<file path="src/rtl/fpsel_pkg.sv">
package fpsel_pkg;

    typedef enum logic [1:0] {
        SEL_MIN  = 2'd0,
        SEL_MAX  = 2'd1,
        SEL_MINA = 2'd2,
        SEL_MAXA = 2'd3
    } sel_op_e;

endpackage

</file>
<file path="src/rtl/fpsel_classify.sv">
module fpsel_classify #(
    parameter int EXP_W = 8,
    parameter int MAN_W = 23,
    localparam int W     = 1 + EXP_W + MAN_W,
    localparam int MAG_W = W - 1
) (
    input  logic [W-1:0]     value,
    output logic             is_nan,
    output logic             sign,
    output logic [MAG_W-1:0] mag
);

    logic [EXP_W-1:0] exp_f;
    logic [MAN_W-1:0] man_f;

    always_comb begin
        sign   = value[W-1];
        exp_f  = value[W-2 -: EXP_W];
        man_f  = value[MAN_W-1:0];
        mag    = value[MAG_W-1:0];
        is_nan = (&exp_f) && (|man_f);
    end

endmodule

</file>
<file path="src/rtl/fpsel_compare.sv">
module fpsel_compare #(
    parameter int MAG_W = 31
) (
    input  logic             sign_a,
    input  logic [MAG_W-1:0] mag_a,
    input  logic             sign_b,
    input  logic [MAG_W-1:0] mag_b,
    output logic             a_lt_b,
    output logic             a_gt_b,
    output logic             mag_lt,
    output logic             mag_gt
);

    logic both_zero;

    always_comb begin
        mag_lt    = mag_a < mag_b;
        mag_gt    = mag_a > mag_b;
        both_zero = (mag_a == '0) && (mag_b == '0);
        if (both_zero) begin
            a_lt_b = 1'b0;
            a_gt_b = 1'b0;
        end else if (sign_a != sign_b) begin
            a_lt_b = sign_a;
            a_gt_b = sign_b;
        end else if (!sign_a) begin
            a_lt_b = mag_lt;
            a_gt_b = mag_gt;
        end else begin
            a_lt_b = mag_gt;
            a_gt_b = mag_lt;
        end
    end

endmodule

</file>
<file path="src/rtl/fpsel_pick.sv">
module fpsel_pick
    import fpsel_pkg::*;
#(
    parameter int W = 32
) (
    input  sel_op_e      op,
    input  logic [W-1:0] opa,
    input  logic [W-1:0] opb,
    input  logic         nan_a,
    input  logic         nan_b,
    input  logic         a_lt_b,
    input  logic         a_gt_b,
    input  logic         mag_lt,
    input  logic         mag_gt,
    output logic [W-1:0] pick
);

    logic take_a;

    always_comb begin
        take_a = 1'b0;
        unique case (op)
            SEL_MIN:  take_a = a_lt_b;
            SEL_MAX:  take_a = a_gt_b;
            SEL_MINA: take_a = mag_lt || (!mag_gt && a_gt_b);
            SEL_MAXA: take_a = mag_gt || (!mag_lt && a_gt_b);
            default:  take_a = 1'b0;
        endcase
        if (nan_a && nan_b)
            pick = opa;
        else if (nan_a)
            pick = opb;
        else if (nan_b)
            pick = opa;
        else
            pick = take_a ? opa : opb;
    end

endmodule

</file>
<file path="src/rtl/fpsel_unit.sv">
module fpsel_unit
    import fpsel_pkg::*;
#(
    parameter int EXP_W   = 8,
    parameter int MAN_W   = 23,
    parameter bit REG_OUT = 1'b1,
    localparam int W      = 1 + EXP_W + MAN_W,
    localparam int MAG_W  = W - 1
) (
    input  logic         clk,
    input  logic         rst_n,
    input  logic         in_valid,
    input  logic [1:0]   op,
    input  logic [W-1:0] fs,
    input  logic [W-1:0] ft,
    output logic         out_valid,
    output logic [W-1:0] result
);

    logic [1:0][W-1:0]     opnd;
    logic [1:0]            nan_v;
    logic [1:0]            sign_v;
    logic [1:0][MAG_W-1:0] mag_v;
    logic                  a_lt_b, a_gt_b, mag_lt, mag_gt;
    logic [W-1:0]          pick_w;
    sel_op_e               op_e;

    assign opnd[0] = fs;
    assign opnd[1] = ft;
    assign op_e    = sel_op_e'(op);

    for (genvar gi = 0; gi < 2; gi++) begin : g_cls
        fpsel_classify #(.EXP_W(EXP_W), .MAN_W(MAN_W)) cls_i (
            .value  (opnd[gi]),
            .is_nan (nan_v[gi]),
            .sign   (sign_v[gi]),
            .mag    (mag_v[gi])
        );
    end

    fpsel_compare #(.MAG_W(MAG_W)) cmp_i (
        .sign_a (sign_v[0]),
        .mag_a  (mag_v[0]),
        .sign_b (sign_v[1]),
        .mag_b  (mag_v[1]),
        .a_lt_b (a_lt_b),
        .a_gt_b (a_gt_b),
        .mag_lt (mag_lt),
        .mag_gt (mag_gt)
    );

    fpsel_pick #(.W(W)) pick_i (
        .op     (op_e),
        .opa    (fs),
        .opb    (ft),
        .nan_a  (nan_v[0]),
        .nan_b  (nan_v[1]),
        .a_lt_b (a_lt_b),
        .a_gt_b (a_gt_b),
        .mag_lt (mag_lt),
        .mag_gt (mag_gt),
        .pick   (pick_w)
    );

    if (REG_OUT) begin : g_reg
        logic         valid_q;
        logic [W-1:0] res_q;

        always_ff @(posedge clk) begin
            if (!rst_n) begin
                valid_q <= 1'b0;
                res_q   <= '0;
            end else begin
                valid_q <= in_valid;
                if (in_valid)
                    res_q <= pick_w;
            end
        end

        assign out_valid = valid_q;
        assign result    = res_q;

        AST_VALID_FOLLOWS: assert property (@(posedge clk) disable iff (!rst_n)
            in_valid |=> out_valid);
        AST_IDLE_HOLD: assert property (@(posedge clk) disable iff (!rst_n)
            !in_valid |=> (!out_valid && $stable(result)));
        AST_IS_OPERAND: assert property (@(posedge clk) disable iff (!rst_n)
            in_valid |=> (result == $past(fs) || result == $past(ft)));
        AST_BOTH_NAN: assert property (@(posedge clk) disable iff (!rst_n)
            (in_valid && nan_v[0] && nan_v[1]) |=> result == $past(fs));
        AST_ONE_NAN: assert property (@(posedge clk) disable iff (!rst_n)
            (in_valid && nan_v[0] && !nan_v[1]) |=> result == $past(ft));
        AST_MINA_SMALLER: assert property (@(posedge clk) disable iff (!rst_n)
            (in_valid && op_e == SEL_MINA && !(|nan_v) && mag_lt)
            |=> result == $past(fs));
    end else begin : g_comb
        assign out_valid = in_valid;
        assign result    = pick_w;
    end

endmodule

</file>
<file path="config.mk">
export PLATFORM = sky130hd
export DESIGN_NAME = fpsel_unit
export DESIGN_NICKNAME = d
export VERILOG_FILES = /design/src/rtl/fpsel_pkg.sv /design/src/rtl/fpsel_classify.sv /design/src/rtl/fpsel_compare.sv /design/src/rtl/fpsel_pick.sv /design/src/rtl/fpsel_unit.sv
export SDC_FILE = /design/constraint.sdc
export NUM_CORES = 1
export LEC_CHECK = 0
export ABC_AREA = 1
export BUFFER_PORTS_ARGS = -buffer_cell sky130_fd_sc_hd__buf_2
export CAP_MARGIN = 20
export CORE_ASPECT_RATIO = 0.7
export CORE_MARGIN = 4
export CORE_UTILIZATION = 55
export DETAILED_ROUTE_END_ITERATION = 16
export GPL_TIMING_DRIVEN = 0
export PLACE_DENSITY = 0.83
export SETUP_SLACK_MARGIN = 0.2
export SYNTH_ARGS = -nofsm -noshare
export SYNTH_HDL_FRONTEND = slang
export SYNTH_HIERARCHICAL = 1
export SYNTH_SLANG_ARGS = --single-unit
</file>
<file path="constraint.sdc">
create_clock -name clk -period 5.8 [get_ports clk]
set_input_delay 0.58 -clock clk [delete_from_list [all_inputs] [get_ports clk]]
set_output_delay 0.58 -clock clk [all_outputs]
set_load 0.02 [all_outputs]
</file>
==> flow_summary.yaml <==
power_and_ir_drop:
  power.leakage_nw: 2.76
  ir_drop_uv: 108
  powerDensity_nw_per_um2: 187
cts:
  cts_buffers: 5
  worstSkewPairLatency_ns: 0.28
  cts.sinks: 33
  cts_resized: 0
  post_cts_buffers: 0
  cts-root-buf: "clkbuf_8"
  cts_tree: "built"
  clkTransAtPathRegs_ns: 0.07
  htreeDepth: 2
  clockBufferDepth: 2
  ctsHoldBuffers: 0
setup_path:
  r2r_start: "result[26]"
  crit_slowest_cell: "ha_1"
  crit_end: "result[29]"
  arrival_ns: 3.26
  path_cells: "buf_2, buf_4, ha_1, nand2_1, nor2_2, nand3_2, nor3_2, nand2_1, nand2_2, a21oi_1, nor2_1, nand2_1, nand2_1, nand2_1, nand4_2, buf_2, nand3_1, nand2_1, inv_1, nand2_1, nand2_1, nor2_1"
  path_max_fanout: 10
  worstSetupPathType: "in -> reg"
  cp-end-kind: "flop"
  r2r_cells: 2
  critical_path.max_stage_delay_ns: 0.29
  cp-startpoint: "fs[30]"
  worstSetupStartpointType: "primary input"
  reg2reg_to: "result[26]"
  cp.required_ns: 6.03
  r2r_slack_ns: 5.22
  crit_top_cell: "nand2_1"
global_route:
  met2_usage_pct: 38.4
  antenna_found_initial: 0
  busiest_layer: "met2"
  globalRouteMet3Util_pct: 4.28
  grt_max_degree: 11
  grt_use_met1_pct: 38.3
  grt_first_pass_wirelength_mm: 17.3
  grt_usage_pct: 25.5
  gr-total-overflow: 0
  grt_pass1_vias: 3738
sta:
  fin_ws_ns: 2.76
  final.period_utilization_pct: 52.4
  worst_clock_skew_ns: 0
  setup_viol: 0
  clock.fmax_mhz: 329
  maxSlewViolCount: 0
  setup_tns_ns: 0
  tightestPinTransition_ns: 0.503
  slew_headroom_pct: 66.5
  rsz0062_at_grt: "no"
  min_period_ns: 3.04
  hold_viol_final: 0
final_layout:
  syn_to_final_growth_pct: 19.5
  antennaDiodeCount: 0
  fin_nets: 848
  layout-drive-gt1-share_pct: 26.7
  design_area_um2: 4450
route:
  num_vias: 4031
  detail_route.iter0.violations: 290
  wire_per_inst_um: 12.1
  routed_via_density: 4.80
  antenna_left: 0
  routed_wl_mm: 10.1
  firstDrtPassIters: 5
  drc: 0
place:
  pre_cts_slack_ns: 2.51
  place_congestion: 0.927
  dp_hpwl_mm: 8.44
  io_buffers: 99
  post_dp_cell_area_um2: 4330
floorplanning:
  ioPinCount: 102
  die_area_um2: 8170
  die_x_um: 106
  start_util_pct: 58.2
  num_rows: 24
  core-area_um2: 6400
  die_h_um: 76.8
yosys:
  syn_nets: 742
  ys_ff_latch: 33
  yosys_warnings: 6
  netlist_area_um2: 3720
  syn_inst: 642
  synth_cell_types: 24
  synth_area_per_cell_um2: 5.80
  ys_seq_area_share_pct: 17.8
flow_run:
  maxCapViolCount: 0
min_path:
  hp-class: "reg -> reg"
run_status:
  status: "finished clean"
==> cell usage after synthesis <==
library cell  instances  area, um^2
a21boi_0              1        7.51
ha_1                 31         388
dfxtp_1              33         661
inv_1                92         345
nand4_1               8        50.1
nand3_1              42         210
nand3b_1              2        15.0
buf_4                64         480
nand4_2               1        12.5
nor2_1              110         413
nand2_4               1        11.3
nor4_1                8        50.1
buf_6                 9         101
buf_2                 8        40.0
nor2_2                6        37.5
nand2_1             202         758
a21o_1                2        15.0
clkbuf_1              3        11.3
a21oi_2               2        17.5
nor3_2                1        10.0
a21oi_1              11        55.1
nor3_1                3        15.0
nand2_2               1        6.26
nand3_2               1        10.0
==> layer usage <==
layer  up-vias  share of wire, %
li1       2104                 -
met1      1751                49
met2       166                40
met3        10               9.7
met4         0              0.66
met5         -                 0
==> cells in the final DEF (no fill, tap or decap), types with 3 or more instances in the layout <==
| cell | count |
|---|---|
| nor4_1 | 8 |
| nor3_1 | 3 |
| buf_6 | 9 |
| clkbuf_8 | 6 |
| nand2_1 | 202 |
| a21oi_1 | 11 |
| buf_4 | 64 |
| nand3_1 | 42 |
| nor2_1 | 110 |
| nand4_1 | 8 |
| inv_1 | 92 |
| dfxtp_1 | 33 |
| nor2_2 | 6 |
| ha_1 | 31 |
| buf_2 | 107 |
| clkbuf_1 | 4 |
==> where the power goes <==
| part | switching, W | total (W) | leakage [nW] | internal [W] |
|---|---|---|---|---|
| Combinational | 0.000205 | 0.000347 | 2.42 | 0.000142 |
| Sequential | 0.00000907 | 0.000256 | 0.274 | 0.000247 |
| Clock | 0.0000862 | 0.000226 | 0.0585 | 0.000140 |
| Total | 0.000300 | 0.000830 | 2.76 | 0.000530 |
==> per-stage QoR <==
step	hold WS (ns)	instances	total power [W]	util (%)
after floorplan	0.544	642	0.000502	-
after global placement	0.452	832	0.000596	67.7
after detailed placement	0.459	832	0.000603	67.7
after CTS	0.469	840	0.000832	69.5
after global routing	0.492	840	0.000903	69.5
final	0.468	840	0.000830	69.5
==> flip-flops by register name, summed over array words and instances (netlist names) <==
| register | cells |
|---|---|
| out_valid | 1 |
| result | 32 |
==> kinds of logic after synthesis <==
| logic type | after synthesis | synth area share, % |
|---|---|---|
| simple gates | 386 | 43.0 |
| buf+inv | 176 | 26.3 |
| flops | 33 | 17.8 |
| fa+ha+maj | 31 | 10.4 |
| compound gates | 16 | 2.56 |
==> critical path, delay by kind of cell <==
family | cells | cell delay (ns)
fa+ha+maj | 1 | 0.29
simple gates | 16 | 1.74
buf+inv | 4 | 0.58
compound gates | 1 | 0.07
==> area by class of cell <==
| class | count | area [um^2] |
|---|---|---|
| timing repair buffer | 99 | 495 |
| multi-input combinational | 433 | 2080 |
| buffer | 84 | 633 |
| inverter | 92 | 345 |
| clock buffer | 7 | 86.3 |
| tap | 91 | 114 |
| clock inverter | 1 | 30.0 |
| sequential | 33 | 661 |
| fill | 606 | 1950 |
==> worst min path at each step <==
stage / start / to / cells after the start / slack [ns]
6_report: result[25] / result[25] / 2 / 0.47
5_1_grt: result[3] / result[3] / 2 / 0.49
3_5_place_dp: result[25] / result[25] / 2 / 0.46
4_1_cts: result[25] / result[25] / 2 / 0.47
3_3_place_gp: result[10] / result[10] / 2 / 0.45
2_1_floorplan: result[10] / result[10] / 2 / 0.54
(Power assumes the default switching activity.)
